==> config.mk <==
export PLATFORM = sky130hd
export DESIGN_NAME = updown_timer_flags
export DESIGN_NICKNAME = d
export VERILOG_FILES = /design/src/rtl/tmr_pkg.sv /design/src/rtl/tmr_counter.sv /design/src/rtl/tmr_gr_channel.sv /design/src/rtl/tmr_flag_cell.sv /design/src/rtl/updown_timer_flags.sv
export SDC_FILE = /design/constraint.sdc
export NUM_CORES = 1
export LEC_CHECK = 0
export BUFFER_PORTS_ARGS = -buffer_cell sky130_fd_sc_hd__buf_2
export CAP_MARGIN = 0
export CORE_AREA = 2 2 109 111
export DETAILED_ROUTE_END_ITERATION = 6
export DIE_AREA = 0 0 111 113
export PLACE_DENSITY = 0.6
export SYNTH_ARGS = -nofsm -noshare
export SYNTH_HDL_FRONTEND = slang
export SYNTH_SLANG_ARGS = --single-unit
==> constraint.sdc <==
create_clock -name clk -period 4.15 [get_ports clk]
set_input_delay 0.83 -clock clk [delete_from_list [all_inputs] [get_ports clk]]
set_output_delay 0.83 -clock clk [all_outputs]
set_load 0.005 [all_outputs]
==> src/rtl/tmr_pkg.sv <==
package tmr_pkg;
    localparam int CNT_W    = 16;
    localparam int ADDR_W   = 2;
    localparam int N_FLAGS  = 4;
    localparam logic [ADDR_W-1:0] ADR_STAT = 2'd0;
    localparam logic [ADDR_W-1:0] ADR_CNT  = 2'd1;
    localparam logic [ADDR_W-1:0] ADR_GRA  = 2'd2;
    localparam logic [ADDR_W-1:0] ADR_GRB  = 2'd3;

    typedef enum logic [1:0] {
        FLG_IDLE  = 2'd0,
        FLG_PEND  = 2'd1,
        FLG_ARMED = 2'd2
    } flag_state_e;

    // flag index i -> status bit: A=0, B=1, overflow=4, underflow=5
    function automatic int stat_bit(input int i);
        return (i < 2) ? i : i + 2;
    endfunction
endpackage

==> src/rtl/tmr_counter.sv <==
module tmr_counter #(
    parameter int W = 16
) (
    input  logic         clk,
    input  logic         rst_n,
    input  logic         en,
    input  logic         up,
    input  logic         load,
    input  logic [W-1:0] load_val,
    output logic [W-1:0] cnt,
    output logic         ovf_evt,
    output logic         udf_evt
);
    localparam logic [W-1:0] ALL_ONES = '1;

    always_ff @(posedge clk or negedge rst_n) begin
        if (!rst_n)      cnt <= '0;
        else if (load)   cnt <= load_val;
        else if (en)     cnt <= up ? cnt + 1'b1 : cnt - 1'b1;
    end

    assign ovf_evt = en && !load && up  && (cnt == ALL_ONES);
    assign udf_evt = en && !load && !up && (cnt == '0);
endmodule

==> src/rtl/tmr_gr_channel.sv <==
module tmr_gr_channel #(
    parameter int W    = 16,
    parameter int SYNC = 2
) (
    input  logic         clk,
    input  logic         rst_n,
    input  logic         cap_mode,
    input  logic         fall_edge,
    input  logic         cap_in,
    input  logic         cnt_en,
    input  logic [W-1:0] cnt,
    input  logic         wr,
    input  logic [W-1:0] wdata,
    output logic [W-1:0] gr,
    output logic         evt
);
    logic [SYNC-1:0] sync_q;
    logic            prev_q;
    logic            s_now;
    logic            edge_hit;
    logic            cap_evt;
    logic            cmp_evt;

    always_ff @(posedge clk or negedge rst_n) begin
        if (!rst_n) begin
            sync_q <= '0;
            prev_q <= 1'b0;
        end else begin
            sync_q <= {sync_q[SYNC-2:0], cap_in};
            prev_q <= sync_q[SYNC-1];
        end
    end

    assign s_now    = sync_q[SYNC-1];
    assign edge_hit = fall_edge ? (prev_q && !s_now) : (s_now && !prev_q);
    assign cap_evt  = cap_mode && edge_hit;
    assign cmp_evt  = !cap_mode && cnt_en && (cnt == gr);
    assign evt      = cap_evt || cmp_evt;

    always_ff @(posedge clk or negedge rst_n) begin
        if (!rst_n)       gr <= '0;
        else if (cap_evt) gr <= cnt;
        else if (wr)      gr <= wdata;
    end
endmodule

==> src/rtl/tmr_flag_cell.sv <==
module tmr_flag_cell
    import tmr_pkg::*;
#(
    parameter bit HAS_SVC = 1'b1
) (
    input  logic clk,
    input  logic rst_n,
    input  logic set_evt,
    input  logic rd_stat,
    input  logic wr_stat,
    input  logic wr_bit,
    input  logic svc,
    input  logic keep,
    output logic flag
);
    flag_state_e state_q, state_d;
    logic svc_clr;

    assign svc_clr = HAS_SVC && svc && !keep;

    always_ff @(posedge clk or negedge rst_n) begin
        if (!rst_n) state_q <= FLG_IDLE;
        else        state_q <= state_d;
    end

    always_comb begin
        state_d = state_q;
        unique case (state_q)
            FLG_IDLE: begin
                if (set_evt) state_d = FLG_PEND;
            end
            FLG_PEND: begin
                if (set_evt)      state_d = FLG_PEND;
                else if (svc_clr) state_d = FLG_IDLE;
                else if (rd_stat) state_d = FLG_ARMED;
            end
            FLG_ARMED: begin
                if (set_evt)                  state_d = FLG_PEND;
                else if (svc_clr)             state_d = FLG_IDLE;
                else if (wr_stat && !wr_bit)  state_d = FLG_IDLE;
            end
            default: state_d = FLG_IDLE;
        endcase
    end

    always_comb begin
        flag = (state_q != FLG_IDLE);
    end
endmodule

==> src/rtl/updown_timer_flags.sv <==
module updown_timer_flags
    import tmr_pkg::*;
(
    input  logic        clk,
    input  logic        rst_n,
    input  logic        cnt_en,
    input  logic        cnt_up,
    input  logic [1:0]  cap_mode,
    input  logic [1:0]  cap_fall,
    input  logic [1:0]  cap_in,
    input  logic [1:0]  svc_req,
    input  logic [1:0]  svc_keep,
    input  logic [3:0]  irq_en,
    input  logic        bus_rd,
    input  logic        bus_wr,
    input  logic [1:0]  bus_addr,
    input  logic [15:0] bus_wdata,
    output logic [15:0] bus_rdata,
    output logic [3:0]  irq
);
    logic [CNT_W-1:0]   cnt_q;
    logic               ovf_evt, udf_evt;
    logic [CNT_W-1:0]   gr_q  [2];
    logic [1:0]         gr_evt;
    logic [N_FLAGS-1:0] set_evt;
    logic [N_FLAGS-1:0] flg;
    logic               rd_stat, wr_stat;

    assign rd_stat = bus_rd && (bus_addr == ADR_STAT);
    assign wr_stat = bus_wr && (bus_addr == ADR_STAT);

    tmr_counter #(.W(CNT_W)) u_cnt (
        .clk(clk), .rst_n(rst_n), .en(cnt_en), .up(cnt_up),
        .load(bus_wr && (bus_addr == ADR_CNT)), .load_val(bus_wdata),
        .cnt(cnt_q), .ovf_evt(ovf_evt), .udf_evt(udf_evt)
    );

    for (genvar g = 0; g < 2; g++) begin : g_gr
        localparam logic [ADDR_W-1:0] MY_ADR = (g == 0) ? ADR_GRA : ADR_GRB;
        tmr_gr_channel #(.W(CNT_W), .SYNC(2)) u_gr (
            .clk(clk), .rst_n(rst_n), .cap_mode(cap_mode[g]),
            .fall_edge(cap_fall[g]), .cap_in(cap_in[g]), .cnt_en(cnt_en),
            .cnt(cnt_q), .wr(bus_wr && (bus_addr == MY_ADR)),
            .wdata(bus_wdata), .gr(gr_q[g]), .evt(gr_evt[g])
        );
    end

    assign set_evt = {udf_evt, ovf_evt, gr_evt};

    for (genvar f = 0; f < N_FLAGS; f++) begin : g_flag
        localparam int  SB  = stat_bit(f);
        localparam bit  SVC = (f < 2);
        tmr_flag_cell #(.HAS_SVC(SVC)) u_flag (
            .clk(clk), .rst_n(rst_n), .set_evt(set_evt[f]),
            .rd_stat(rd_stat), .wr_stat(wr_stat), .wr_bit(bus_wdata[SB]),
            .svc(SVC ? svc_req[f % 2] : 1'b0),
            .keep(SVC ? svc_keep[f % 2] : 1'b0),
            .flag(flg[f])
        );
    end

    always_comb begin
        unique case (bus_addr)
            ADR_STAT: bus_rdata = {8'h00, 1'b1, cnt_up, flg[3], flg[2], 2'b00, flg[1], flg[0]};
            ADR_CNT:  bus_rdata = cnt_q;
            ADR_GRA:  bus_rdata = gr_q[0];
            default:  bus_rdata = gr_q[1];
        endcase
    end

    assign irq = flg & irq_en;
endmodule

**Word-level counts from Yosys, hierarchy flattened**

Cells that the tools add are included.

- Register bits: 62
- Input port bits: 38
- Word-level logic and storage cells: 134
- Output and inout port bits: 20

- Eq/ne operators: 26
- Muxes and demuxes: 35
- Add/sub/neg operators: 2
- Bitwise gates (word level): 1
- Reduce and logical (&&, ||, !) cells: 59

Operators by type and width:

| cell | count |
|---|---|
| $mux 16 | 7 |
| $pmux 16 s3 | 1 |
| $mux 2 | 21 |
| $eq 16x16->1 | 2 |
| $logic_and 1x1->1 | 26 |
| $pmux 2 s3 | 4 |
| $add 16x1->16 const B | 1 |
| $eq 16x16->1 const B | 1 |
| $logic_not 16->1 | 1 |
| $sub 16x1->16 const B | 1 |
| $logic_not 1->1 | 14 |
| $reduce_bool 2->1 | 7 |
| $eq 2x2->1 const B | 6 |
| $ne 4x1->1 const B | 3 |
| $reduce_and 3->1 | 4 |
| $eq 2x1->1 const B | 5 |
| $logic_not 2->1 | 5 |
| $ne 2x1->1 const B | 4 |
| $ne 3x1->1 const B | 2 |
| $ne 3x2->1 const B | 2 |
| $and 4x4->4 | 1 |
| $ne 4x2->1 const B | 1 |
| $logic_or 1x1->1 | 2 |
| $mux 1 | 2 |

**Depth between registers and ports, before layout**

- Depth after elaboration: 8
- Gate-level depth with buffers: 10
- Gate-level depth less buffers: 9

**Modules after synthesis**

From an unflattened synthesis, not the netlist that was laid out.

- Cell total of the unflattened synthesis: 469
- Area, all modules: 4534.3 µm²

By module, submodules not included:

| module | instances | seq. area each (µm²) | area an instance (µm²) | cells an instance |
|---|---|---|---|---|
| tmr_gr_channel | 2 | 475.5 | 1048.5 | 97 |
| tmr_counter | 1 | 400.4 | 1554.0 | 186 |
| updown_timer_flags | 1 | 0.0 | 440.4 | 45 |
| tmr_flag_cell at g_flag[0].u_flag ... | 2 | 50.0 | 121.4 | 12 |
| tmr_flag_cell at g_flag[2].u_flag ... | 2 | 50.0 | 100.1 | 10 |

**Worst setup path after synthesis**

OpenSTA, ideal clock, no wires.

- Path kind: in2reg
- Start: in cnt_up
- End: reg u_cnt.cnt[14]
- Library setup time: 0.099 ns
- Arrival time: 2.696 ns
- Stages on the path: 9
- Path slack: 1.355 ns
- Required time: 4.051 ns
- Path buffers: 0
- Path through: inv_1 ha_1 and2_1 a221o_1 a21o_1 a21oi_1 nand2_1 xnor2_1 a311oi_1

- Word-level cells in the longest chain between the ends: 3

Ends and longest elaborated chain:

| element | line | RTL |
|---|---|---|
| start: declaration | updown_timer_flags.sv:7 | `input logic cnt_up,` |
| $mux 16 (2 in a row) | tmr_counter.sv:19 | `else if (en) cnt <= up ? cnt + 1'b1 : cnt - 1'b1;` |
| $mux 16 | tmr_counter.sv:18 | `else if (load) cnt <= load_val;` |
| end signal: assignment | tmr_counter.sv:18 |  |
| end signal: assignment | tmr_counter.sv:19 |  |
| end: declaration | tmr_counter.sv:10 | `output logic [W-1:0] cnt,` |

Every way passes these cells. The select of a mux whose other input is x is not followed.
A chain may end at the register's enable or synchronous reset.

**Worst setup path in the final report**

Ends and elaborated chain as after synthesis.

==> reports/qor.yml <==
status: "completed"
irDropWorstVdd_mv: 0.305
cp.required_ps: 4380
number_of_standard_cell_rows_in_the_floorplan: 39
rsz0062_at_grt: "no"
initial_utilization_pct: 39.2
number_of_sinks_on_the_clock_net: 62
numPortBuffers: 57
power-per-cell-area_nw_per_um2: 666
tritoncts.num_buffers: 9
clkLatencyLatePin_ps: 330
critical_path.cell_chain: "buf_2 > inv_1 > ha_1 > and2_1 > a221o_1 > a21o_1 > a21oi_1 > nand2_1 > xnor2_1 > a311oi_1"
cts_repair_resize_count: 0
worstSetupPathType: "in -> reg"
critical_path.max_stage_delay_ps: 440
synth.yosys.seq_area_share_pct: 35.1
setup_viol: 0
synth-warning-count: 0
clk_path_buf_depth: 2
viasPerCell: 5.69
syn_to_final_growth_pct: 16.3
actual_slew_at_the_worst_max_slew_pin_ps: 694
synth.most_common_cell: "dfrtp_1"
synth.top_cell.area_share_pct: 35.1
final_nets: 578
leading_cell_types_by_count_after_synthesis: "dfrtp_1 (62), a21oi_1 (58), nor2_1 (55), mux2i_1 (36), xor2_1 (27)"
chipHeight_um: 113
yosys.area.top_type: "dfrtp_1"
grt_pass1_vias: 3881
antenna-diode-count: 0
clkSlewWorstSetupHoldPaths_ps: 50
cts_hold_buf: 0
cts.repair_timing.setup_buffer_count: 0
gr-max-usage-layer: "met2"
timing.critical_path.fanout_max: 16
report.final.hold_viol_count: 0
post-route-period-util_pct: 70.9
die-area_um2: 12500
drt_iter0_markers: 231
tritoncts: "built"
postSynthNetCount: 538
synth_area_leaders: "dfrtp_1 (35%), mux2i_1 (8.2%), a21oi_1 (6.6%)"
place_hpwl_um: 9460
dr_total_vias: 3831
synth-async-reset-ratio_pct: 100
grt_max_degree: 25
wirelength_routed_um: 13000
syn_avg_cell_area_um2: 9.10
grt_first_pass_wirelength_um: 20900
place_congestion: 0.858
crit_end_element: "flop"
global_route.usage.met2_pct: 34.9
first_pass_iters: 4
cts-htree-levels: 3
ys_ff_latch: 62
gr-total-overflow: 0
grt_util_all_layers_pct: 21.4
netlist_area_um2: 4420
syn-instance-count: 485
dominantRegCellSynth: "dfrtp_1"
multiplexer_share_of_the_synthesized_area_pct: 13.5
setup_slack_ps: 1210
slew-limit-headroom_pct: 53.7
synth_compound_area_share_pct: 17.2
drv_slew: 0
yosys.area_share.simple_pct: 17.1
drc_errors: 0
detail-route-antenna-nets: 0
fin_worst_skew_ps: 3.69
core_area_um2: 11300
grtUsageMet3_pct: 5.14
critical_path.slowest_cell: "inv_1"
netlist-cell-type-count: 53
synth_enable_flop_cells: 0
tns_ps: 0
post_synth_xor_area_fraction_pct: 8.33
period_needed_ps: 2940
synth_top_family_by_area: "compound AO/OA/AOI/OAI gates"
holdCritPathClass: "reg -> reg"
detailedPlace.worstSlack_ps: 901
max_freq_mhz: 340
static-leakage-power_nw: 2.42
antenna_found_initial: 0
post_route_cells_drive_above_1_share_pct: 20.9
io_pins: 58
drt-wirelength-per-cell_um: 19.3
synthAdderAreaFrac_pct: 4.42
fillerInstances: 1073
die_x_um: 111
clock_tree.root_cell: "clkbuf_16"
cp.arrival_ps: 3170
maxCapViolCount: 0
gr-usage-met1_pct: 27.6
worstSetupStartpointType: "input port"
power by group:
group / internal (W) / leakage, nW / switching, W / total [W]
registers: 0.000785 / 0.727 / 0.000387 / 0.00117
logic: 0.000677 / 1.53 / 0.000683 / 0.00136
clock network: 0.000620 / 0.170 / 0.000267 / 0.000887
critical path: cells and delay by family:
family          cells  cell delay, ps
compound gates      4             930
fa+ha+maj           1             400
xor+xnor            1             120
simple gates        2             290
buf+inv             2             590
registers in the layout (all words and copies together) (netlist names):
| register | flops |
|---|---|
| g_gr.u_gr.sync_q | 4 |
| g_flag.u_flag.state_q | 8 |
| u_cnt.cnt | 16 |
| g_gr.u_gr.prev_q | 2 |
| g_gr.u_gr.gr | 32 |
area by class of cell:
cell class                      instances  area [um2]  share of cell area (%)
Multi-Input combinational cell        381        2680                    52.2
Tap cell                              143         179                    3.48
Clock buffer                           13         260                    5.07
Timing Repair Buffer                   66         353                    6.87
Inverter                                5        18.8                   0.365
Clock inverter                          3        90.1                    1.75
Sequential cell                        62        1550                    30.2
cell usage in the layout (no fill, tap or decap), types with 6 or more instances in the layout:
cell type	count
o21ai_0	15
a22o_1	10
dfrtp_1	62
nand4_1	7
ha_1	14
clkbuf_16	9
nand3_1	12
nand2_1	25
buf_4	9
mux2_2	11
nor2_1	55
xnor2_1	15
and2_1	8
mux2i_1	36
xor2_1	27
buf_2	57
and3_1	6
a21oi_1	58
nor4_1	11
per-layer routing:
metal,routed length [um],vias up
li1,-,1833
met1,5800,1858
met2,6130,117
met3,800,23
met4,278,0
met5,0,-
path summary, 6_finish.rpt:
path | start | end | slack [ps] | cells past startpoint
worst max-delay path | cnt_up | u_cnt.cnt[14]$_DFFE_PN0P_ | 1210 | 10
max in group asynchronous | rst_n | g_gr[1].u_gr.gr[0]$_DFFE_PN0P_ | 3010 | 2
worst min-delay path | g_gr[0].u_gr.sync_q[0]$_DFF_PN0_ | g_gr[0].u_gr.sync_q[1]$_DFF_PN0_ | 350 | 0
worst max register to register | u_cnt.cnt[0]$_DFFE_PN0P_ | u_cnt.cnt[14]$_DFFE_PN0P_ | 1680 | 9
min in group asynchronous | rst_n | g_flag[2].u_flag.state_q[1]$_DFFE_PN0P_ | 450 | 1
worst min register to register | g_gr[0].u_gr.sync_q[0]$_DFF_PN0_ | g_gr[0].u_gr.sync_q[1]$_DFF_PN0_ | 350 | 0
cells by family (layout without fill, tap and decap cells):
| kind of cell | after synthesis | in the layout |
|---|---|---|
| muxes | 52 | 52 |
| and+or+nand+nor | 153 | 153 |
| adders and majority gates | 15 | 15 |
| AOI/OAI and AO/OA | 119 | 119 |
| xor gates and xnor gates | 42 | 42 |
| buffers and inverters | 42 | 87 |
| DFF | 62 | 62 |
through the flow:
stage	cells	hold WS (ps)	util, %	power [W]	instance area, um2
4_1_cts	673	354	45.6	0.00342	5130
3_3_place_gp	657	333	42.4	0.00250	4780
2_1_floorplan	485	331	-	0.00214	4420
5_1_grt	673	360	45.6	0.00365	5130
3_5_place_dp	657	341	42.4	0.00252	4780
6_report	673	351	45.6	0.00342	5130
Power figures use the tool's default switching activity.
